$ cat src/rtl/ivt_pkg.sv
package ivt_pkg;
  typedef enum logic [1:0] {
    SEL_CNT_LO  = 2'd0,
    SEL_HI_LOAD = 2'd1,
    SEL_LAT_LO  = 2'd2,
    SEL_LAT_HI  = 2'd3
  } ivt_sel_e;
endpackage

$ cat src/rtl/ivt_latch.sv
module ivt_latch #(
  parameter int BYTE_W = 8
) (
  input  logic                clk,
  input  logic                rst,
  input  logic                wr,
  input  logic [1:0]          sel,
  input  logic [BYTE_W-1:0]   wdata,
  output logic [2*BYTE_W-1:0] latch_q
);
  // Select bit 0 picks the byte: 0/2 low, 1/3 high.
  always_ff @(posedge clk) begin
    if (rst) begin
      latch_q <= '0;
    end else if (wr) begin
      if (sel[0]) latch_q[2*BYTE_W-1:BYTE_W] <= wdata;
      else        latch_q[BYTE_W-1:0]        <= wdata;
    end
  end
endmodule

$ cat src/rtl/ivt_count.sv
module ivt_count #(
  parameter int CNT_W = 16
) (
  input  logic             clk,
  input  logic             rst,
  input  logic             tick,
  input  logic             load,
  input  logic [CNT_W-1:0] load_val,
  input  logic [CNT_W-1:0] reload_val,
  output logic [CNT_W-1:0] cnt_q,
  output logic             armed_q,
  output logic             timeout
);
  logic at_zero;
  assign at_zero = (cnt_q == '0);
  assign timeout = tick && at_zero && !load;

  always_ff @(posedge clk) begin
    if (rst) begin
      cnt_q   <= '0;
      armed_q <= 1'b0;
    end else if (load) begin
      cnt_q   <= load_val;
      armed_q <= 1'b1;
    end else if (tick) begin
      if (at_zero) begin
        cnt_q   <= reload_val;
        armed_q <= 1'b0;
      end else begin
        cnt_q <= cnt_q - 1'b1;
      end
    end
  end
endmodule

$ cat src/rtl/ivt_status.sv
module ivt_status (
  input  logic clk,
  input  logic rst,
  input  logic timeout,
  input  logic cont_mode,
  input  logic armed,
  input  logic clr,
  output logic flag_q,
  output logic wave_q
);
  logic raise;
  assign raise = timeout && (cont_mode || armed);

  always_ff @(posedge clk) begin
    if (rst) begin
      flag_q <= 1'b0;
      wave_q <= 1'b0;
    end else begin
      if (raise)    flag_q <= 1'b1;
      else if (clr) flag_q <= 1'b0;
      if (timeout && cont_mode) wave_q <= ~wave_q;
    end
  end
endmodule

$ cat src/rtl/ivt_rdmux.sv
module ivt_rdmux #(
  parameter int BYTE_W = 8
) (
  input  logic                clk,
  input  logic                rst,
  input  logic                rd,
  input  logic [1:0]          sel,
  input  logic [2*BYTE_W-1:0] cnt,
  input  logic [2*BYTE_W-1:0] latch,
  output logic [BYTE_W-1:0]   rdata_q
);
  logic [2*BYTE_W-1:0] src;
  assign src = sel[1] ? latch : cnt;

  always_ff @(posedge clk) begin
    if (rst)     rdata_q <= '0;
    else if (rd) rdata_q <= sel[0] ? src[2*BYTE_W-1:BYTE_W] : src[BYTE_W-1:0];
  end
endmodule

$ cat src/rtl/ivtimer.sv
module ivtimer #(
  parameter int BYTE_W = 8
) (
  input  logic              clk,
  input  logic              rst,
  input  logic              tick,
  input  logic              cont_mode,
  input  logic [1:0]        sel,
  input  logic              wr,
  input  logic              rd,
  input  logic [BYTE_W-1:0] wdata,
  output logic [BYTE_W-1:0] rdata,
  output logic              flag,
  output logic              wave_out
);
  import ivt_pkg::*;
  localparam int CNT_W = 2 * BYTE_W;

  logic [CNT_W-1:0] latch_q, cnt_q;
  logic             load, armed_q, timeout, clr;

  assign load = wr && (ivt_sel_e'(sel) == SEL_HI_LOAD);
  assign clr  = wr || (rd && !sel[1]);

  ivt_latch #(.BYTE_W(BYTE_W)) u_latch (
    .clk(clk), .rst(rst), .wr(wr), .sel(sel), .wdata(wdata), .latch_q(latch_q)
  );

  ivt_count #(.CNT_W(CNT_W)) u_count (
    .clk(clk), .rst(rst), .tick(tick), .load(load),
    .load_val({wdata, latch_q[BYTE_W-1:0]}), .reload_val(latch_q),
    .cnt_q(cnt_q), .armed_q(armed_q), .timeout(timeout)
  );

  ivt_status u_status (
    .clk(clk), .rst(rst), .timeout(timeout), .cont_mode(cont_mode),
    .armed(armed_q), .clr(clr), .flag_q(flag), .wave_q(wave_out)
  );

  ivt_rdmux #(.BYTE_W(BYTE_W)) u_rdmux (
    .clk(clk), .rst(rst), .rd(rd), .sel(sel), .cnt(cnt_q), .latch(latch_q),
    .rdata_q(rdata)
  );
endmodule

$ cat config.mk
export PLATFORM = sky130hd
export DESIGN_NAME = ivtimer
export DESIGN_NICKNAME = d
export VERILOG_FILES = /design/src/rtl/ivt_pkg.sv /design/src/rtl/ivt_latch.sv /design/src/rtl/ivt_count.sv /design/src/rtl/ivt_status.sv /design/src/rtl/ivt_rdmux.sv /design/src/rtl/ivtimer.sv
export SDC_FILE = /design/constraint.sdc
export NUM_CORES = 1
export LEC_CHECK = 0
export BUFFER_PORTS_ARGS = -buffer_cell sky130_fd_sc_hd__buf_4
export CORE_MARGIN = 2
export CORE_UTILIZATION = 61
export CTS_BUF_LIST = sky130_fd_sc_hd__clkbuf_4 sky130_fd_sc_hd__clkbuf_8
export DETAILED_ROUTE_END_ITERATION = 8
export HOLD_SLACK_MARGIN = 0.15
export PLACE_DENSITY = 0.9
export RECOVER_POWER = 100
export SLEW_MARGIN = 20
export SYNTH_ARGS = -nofsm -noshare
export SYNTH_HDL_FRONTEND = slang
export SYNTH_HIERARCHICAL = 1
export SYNTH_SLANG_ARGS = --single-unit
$ cat constraint.sdc
create_clock -name clk -period 2.6 [get_ports clk]
set_clock_uncertainty 0.15 [all_clocks]
set_input_delay 0.26 -clock clk [delete_from_list [all_inputs] [get_ports clk]]
set_output_delay 0.26 -clock clk [all_outputs]
set_load 0.02 [all_outputs]
; Word-level counts from Yosys, hierarchy flattened
; Index checks and enable logic that the tools add are counted.
[op_classes]
addsub = 1
n_eq_ne = 1
mux = 10
n_bitwise = 2
reduce_logical = 17
[ops]
columns = op, count
row1 = 16-bit two-way mux, 4
row2 = 16-bit zero test, 1
row3 = "16-bit by 1-bit subtractor with 16-bit output, second input constant", 1
row4 = 8-bit two-way mux, 1
row5 = 1-bit logical AND, 6
row6 = 2-bit AND reduction, 3
row7 = 2-bit nonzero test, 3
row8 = 1-bit two-way mux, 5
row9 = "2-bit by 1-bit == test with 1-bit output, second input constant", 1
row10 = 1-bit zero test, 2
row11 = 1-bit logical OR, 2
row12 = 1-bit inverter, 2
[totals]
reg_bits = 43
input_bits = 16
output_inout_bits = 10

; Logic depth before layout (Yosys ltp)
[depth]
depth_word = 6
depth_mapped = 9

; By module
; Netlist, hierarchy kept.
[modules_own_cells]
columns = mod, n_inst, cells_per_inst, area_per_inst_um2
row1 = ivt_count, 1, 164, 1224.9
row2 = ivt_latch, 1, 64, 674.4
row3 = ivt_rdmux, 1, 46, 514.2
row4 = ivt_status, 1, 8, 82.6
row5 = ivtimer, 1, 3, 17.5

; Least setup slack after synthesis
; No wires, ideal clock.
[synth_timing]
kind = flip-flop to flip-flop
startpoint = reg u_count.cnt_q[6]
endpoint = reg u_status.wave_q
arrival_time_ps = 1735
t_required_ps = 2384
path_slack_ps = 649
stages_incl_launch_ff = 8
path_buffers = 1
path_cell_list = dfxtp_1 > nor4_4 > nand3_4 > or2_1 > clkbuf_1 > nor2_1 > nand3b_1 > a21oi_2
[synth_between]
elab_chain_cells = 4
[synth_lines]
columns = element, line_no
row1 = "start, declared", ivt_count.sv:10  ; output logic [CNT_W-1:0] cnt_q,
row2 = "start signal, assigned", ivt_count.sv:23  ; cnt_q <= load_val;
row3 = "start signal, assigned", ivt_count.sv:27  ; cnt_q <= reload_val;
row4 = "start signal, assigned", ivt_count.sv:30  ; cnt_q <= cnt_q - 1'b1;
row5 = 16-bit zero test, ivt_count.sv:15  ; assign at_zero = (cnt_q == '0);
row6 = 1-bit logical AND (2 in series), ivt_count.sv:16  ; assign timeout = tick && at_zero && !load;
row7 = named net timeout, ivtimer.sv:20  ; logic load, armed_q, timeout, clr;
row8 = 1-bit logical AND, ivt_status.sv:21  ; if (timeout && cont_mode) wave_q <= ~wave_q;
row9 = "end signal, assigned", ivt_status.sv:21
row10 = "end, declared", ivt_status.sv:9  ; output logic wave_q
; The timed path passes the listed nets, and every way through them passes these cells.
; A chain may end at the register's enable or synchronous reset.

; Worst setup path in the final report
[layout_timing]
startpoint = in sel[0]
endpoint = reg u_count.cnt_q[6]
[layout_between]
elab_chain_cells = 3
word_cells_on_any_way = 4
[layout_lines]
columns = element, line_no
row1 = "start, declared", ivtimer.sv:8  ; input logic [1:0] sel,
row2 = 2-bit by 1-bit == test with 1-bit output (*), ivtimer.sv:22  ; assign load = wr && (ivt_sel_e'(sel) == SEL_HI_LOAD);
row3 = 1-bit logical AND (*), ivtimer.sv:22
row4 = named net load, ivtimer.sv:20
row5 = 16-bit two-way mux or 2-bit nonzero test (tied branches), n/a
; Mark *: on every way through the listed nets, which the timed path passes. The rest lies on a longest branch.

==> impl_metrics.json <==
{
  "status": "finished clean",
  "worst_r2r_path_depth": 6,
  "synthTopCellsByArea": "dfxtp_1 34%, mux2i_1 14%, nand2b_1 6.5%, a21oi_1 4.4%, and3_1 4.2%",
  "insertion_delay_ns": 0.29,
  "max-cap-violations": 0,
  "cts_tree": "done",
  "fin_area_um2": 2830,
  "yosys_warnings": 6,
  "synth-seq-area-share": 0.342,
  "post-place-cells": 347,
  "ys_top_cells_by_count": "43 x dfxtp_1, 35 x mux2i_1, 26 x nand2b_1, 22 x a21oi_1, 19 x nor2_1",
  "critPathCapture": "u_count/cnt_q[6]",
  "yosysMostFrequentCell": "dfxtp_1",
  "synth_ff_type": "dfxtp_1",
  "worst-path-stages": 8,
  "syn_to_final_growth_pct": 12.5,
  "io_pins": 26,
  "grt_pass1_wl_um": 11100,
  "cp-start-kind": "primary input",
  "tightest_slew_ns": 1.35,
  "hpwlAfterDp_um": 4630,
  "synth_nets": 303,
  "vias_per_cell": 6.65,
  "final_antenna_net_count": 0,
  "p_leak_nw": 1.13,
  "finalHoldViolCount": 0,
  "dieArea_um2": 4650,
  "cts_root_buf": "clkbuf_8",
  "dp_slack_ns": 0.222,
  "fp.coreArea_um2": 3970,
  "track_usage": 0.323,
  "crit_chain": "clkbuf_1 > and3_1 > inv_1 > nand2_1 > nor2_1 > clkbuf_2 > o21ai_0 > o22ai_1",
  "grt.overflow.total": 0,
  "fmax_ghz": 0.420,
  "fin_crit_ns": 2.38,
  "hold-path-cell-count": 3,
  "reg2reg_from": "u_count/cnt_q[6]",
  "drt_first_iter_violations": 270,
  "yosys.area.top_type": "dfxtp_1",
  "power_density_nw_per_um2": 1070,
  "grt_max_degree": 56,
  "p_int_mw": 1.71,
  "drt-total-wl_um": 7140,
  "start_util": 0.633,
  "cp_max_fo": 21,
  "n_fill_cell": 296,
  "p_switching_mw": 1.33,
  "syn_area_um2": 2510,
  "placed_cell_area_um2": 2700,
  "num-nets-final": 331,
  "crit_family": "buffers and inverters",
  "regToRegEndpoint": "u_status/flag_q",
  "drt-pass1-iter-count": 5,
  "layout-drive-gt1-share": 0.112,
  "grt_pass1_vias": 2199,
  "cp-end-kind": "flip-flop",
  "avgRoutedWirePerCell_um": 19.7,
  "share_seq_of_total_power": 0.324,
  "final_cells": 363,
  "rows": 23,
  "sw_frac_of_total": 0.437,
  "cp-startpoint": "sel[0]",
  "cts_buffer_depth": 2,
  "gp_congestion": 0.924,
  "vias": 2414,
  "cp.required_ns": 2.58,
  "numCtsBuffers": 5,
  "die_h_um": 68.2,
  "antenna_cells": 0,
  "max-slew-margin-rel": 0.0994,
  "synth_cell_types": 46,
  "ys_ff_latch": 43,
  "synth.top_cell.area_share": 0.342,
  "setup_violations": 0,
  "finalMaxSlewViolations": 0,
  "antenna_found_initial": 0,
  "crit_arrival_ns": 2.36,
  "r2r_slack_ns": 0.24,
  "synth_edf_count": 0,
  "setup_ws_ns": 0.220,
  "holdCritPathClass": "in2reg",
  "power_frac_comb": 0.509,
  "htreeDepth": 2,
  "die_w_um": 68.2,
  "async_flop_share": 0,
  "timing.setup.tns_ns": 0,
  "ir_drop_mv": 0.668,
  "slowest_stage": "clkbuf_1",
  "rsz0062_at_grt": "false",
  "clockPowerShare": 0.167,
  "path_clk_slew_ns": 0.08,
  "syn_area_per_cell_um2": 8.82,
  "critical_path_class": "in2reg",
  "cp_slowest_stage_delay_ns": 0.96,
  "finalCritPeriodShare": 0.915,
  "numPortBuffers": 25,
  "syn_inst": 285,
  "drc": 0,
  "holdWs_ns": 0.222,
  "path_buf_inv": 3,
  "cts_num_sinks": 43
}
[worst min path at each step]
stage                              end             from
finish              u_rdmux/rdata_q[4]               rd
detailed placement     u_status/flag_q  u_status/flag_q
global placement       u_status/flag_q  u_status/flag_q
global route        u_rdmux/rdata_q[1]               rd
CTS                    u_status/flag_q               wr
floorplan              u_status/wave_q              rst
[flip-flops by register name (all words and copies together), names as in the netlist]
name             count
u_count/armed_q      1
u_count/cnt_q       16
u_latch/latch_q     16
u_rdmux/rdata_q      8
u_status/flag_q      1
u_status/wave_q      1
[layout by cell type (no fill, tap or decap), drive strengths merged, types with 3 or more instances in the layout]
cell / count
o22ai: 13
a21oi: 23
inv: 5
xnor2: 6
nand2b: 26
nand3: 9
dfxtp: 43
dlygate4sd3: 9
mux2i: 35
clkbuf: 27
and3: 17
buf: 9
o32ai: 3
or3b: 9
o21ai: 12
nand3b: 3
o221ai: 12
nand2: 8
nor4: 3
nor3: 3
nor2: 19
[cell type report]
type,count,area (µm²),share of cell area
multi-input combinational,219,1530,0.542
clock inverter,1,30.0,0.0106
inverter,5,18.8,0.00663
clock buffer,6,76.3,0.0270
sequential,43,861,0.304
tap,50,62.6,0.0221
timing repair buffer,39,246,0.0871
[metrics by stage]
step,power [mW],util
2_1_floorplan,2.12,-
3_3_place_gp,2.45,0.681
3_5_place_dp,2.47,0.681
4_1_cts,3.00,0.730
5_1_grt,3.22,0.712
6_report,3.04,0.712
[power by group through the flow]
stage	sequential [mW]	clock, mW	combinational, mW
global route	1.00	0.547	1.67
floorplan	0.969	0	1.15
global placement	0.984	0	1.46
CTS	0.976	0.514	1.52
finish	0.985	0.507	1.55
detailed placement	0.989	0	1.49
[cell families after synthesis]
group	count (synthesis)	synth area share
simple gates	107	0.260
compound gates	69	0.181
flops	43	0.342
mux	35	0.139
buf+inv	23	0.0463
xor+xnor	6	0.0209
fa+ha+maj	2	0.00995
[metal layers]
layer / vias up / wire (µm) / share of wire / track usage
met4: 0 / 167 / 0.023 / 0.130
met3: 30 / 701 / 0.098 / 0.0658
met1: 1125 / 2910 / 0.41 / 0.430
met5: - / 0 / 0 / 0
met2: 153 / 3360 / 0.47 / 0.510
li1: 1106 / - / - / -
[worst min-delay path, stage by stage]
cell      delay [ns]
buf_4           0.13
or3b_2          0.14
o221ai_2        0.08
[timing repair]
| item | CTS | global route |
|---|---|---|
| hold endpoints to repair | 22 | 0 |
| setup buffers | 0 | 0 |
| setup endpoints to repair | 0 | 1 |
| gates resized for setup | 0 | 1 |
| hold buffers | 9 | 0 |
(Power assumes the default switching activity.)
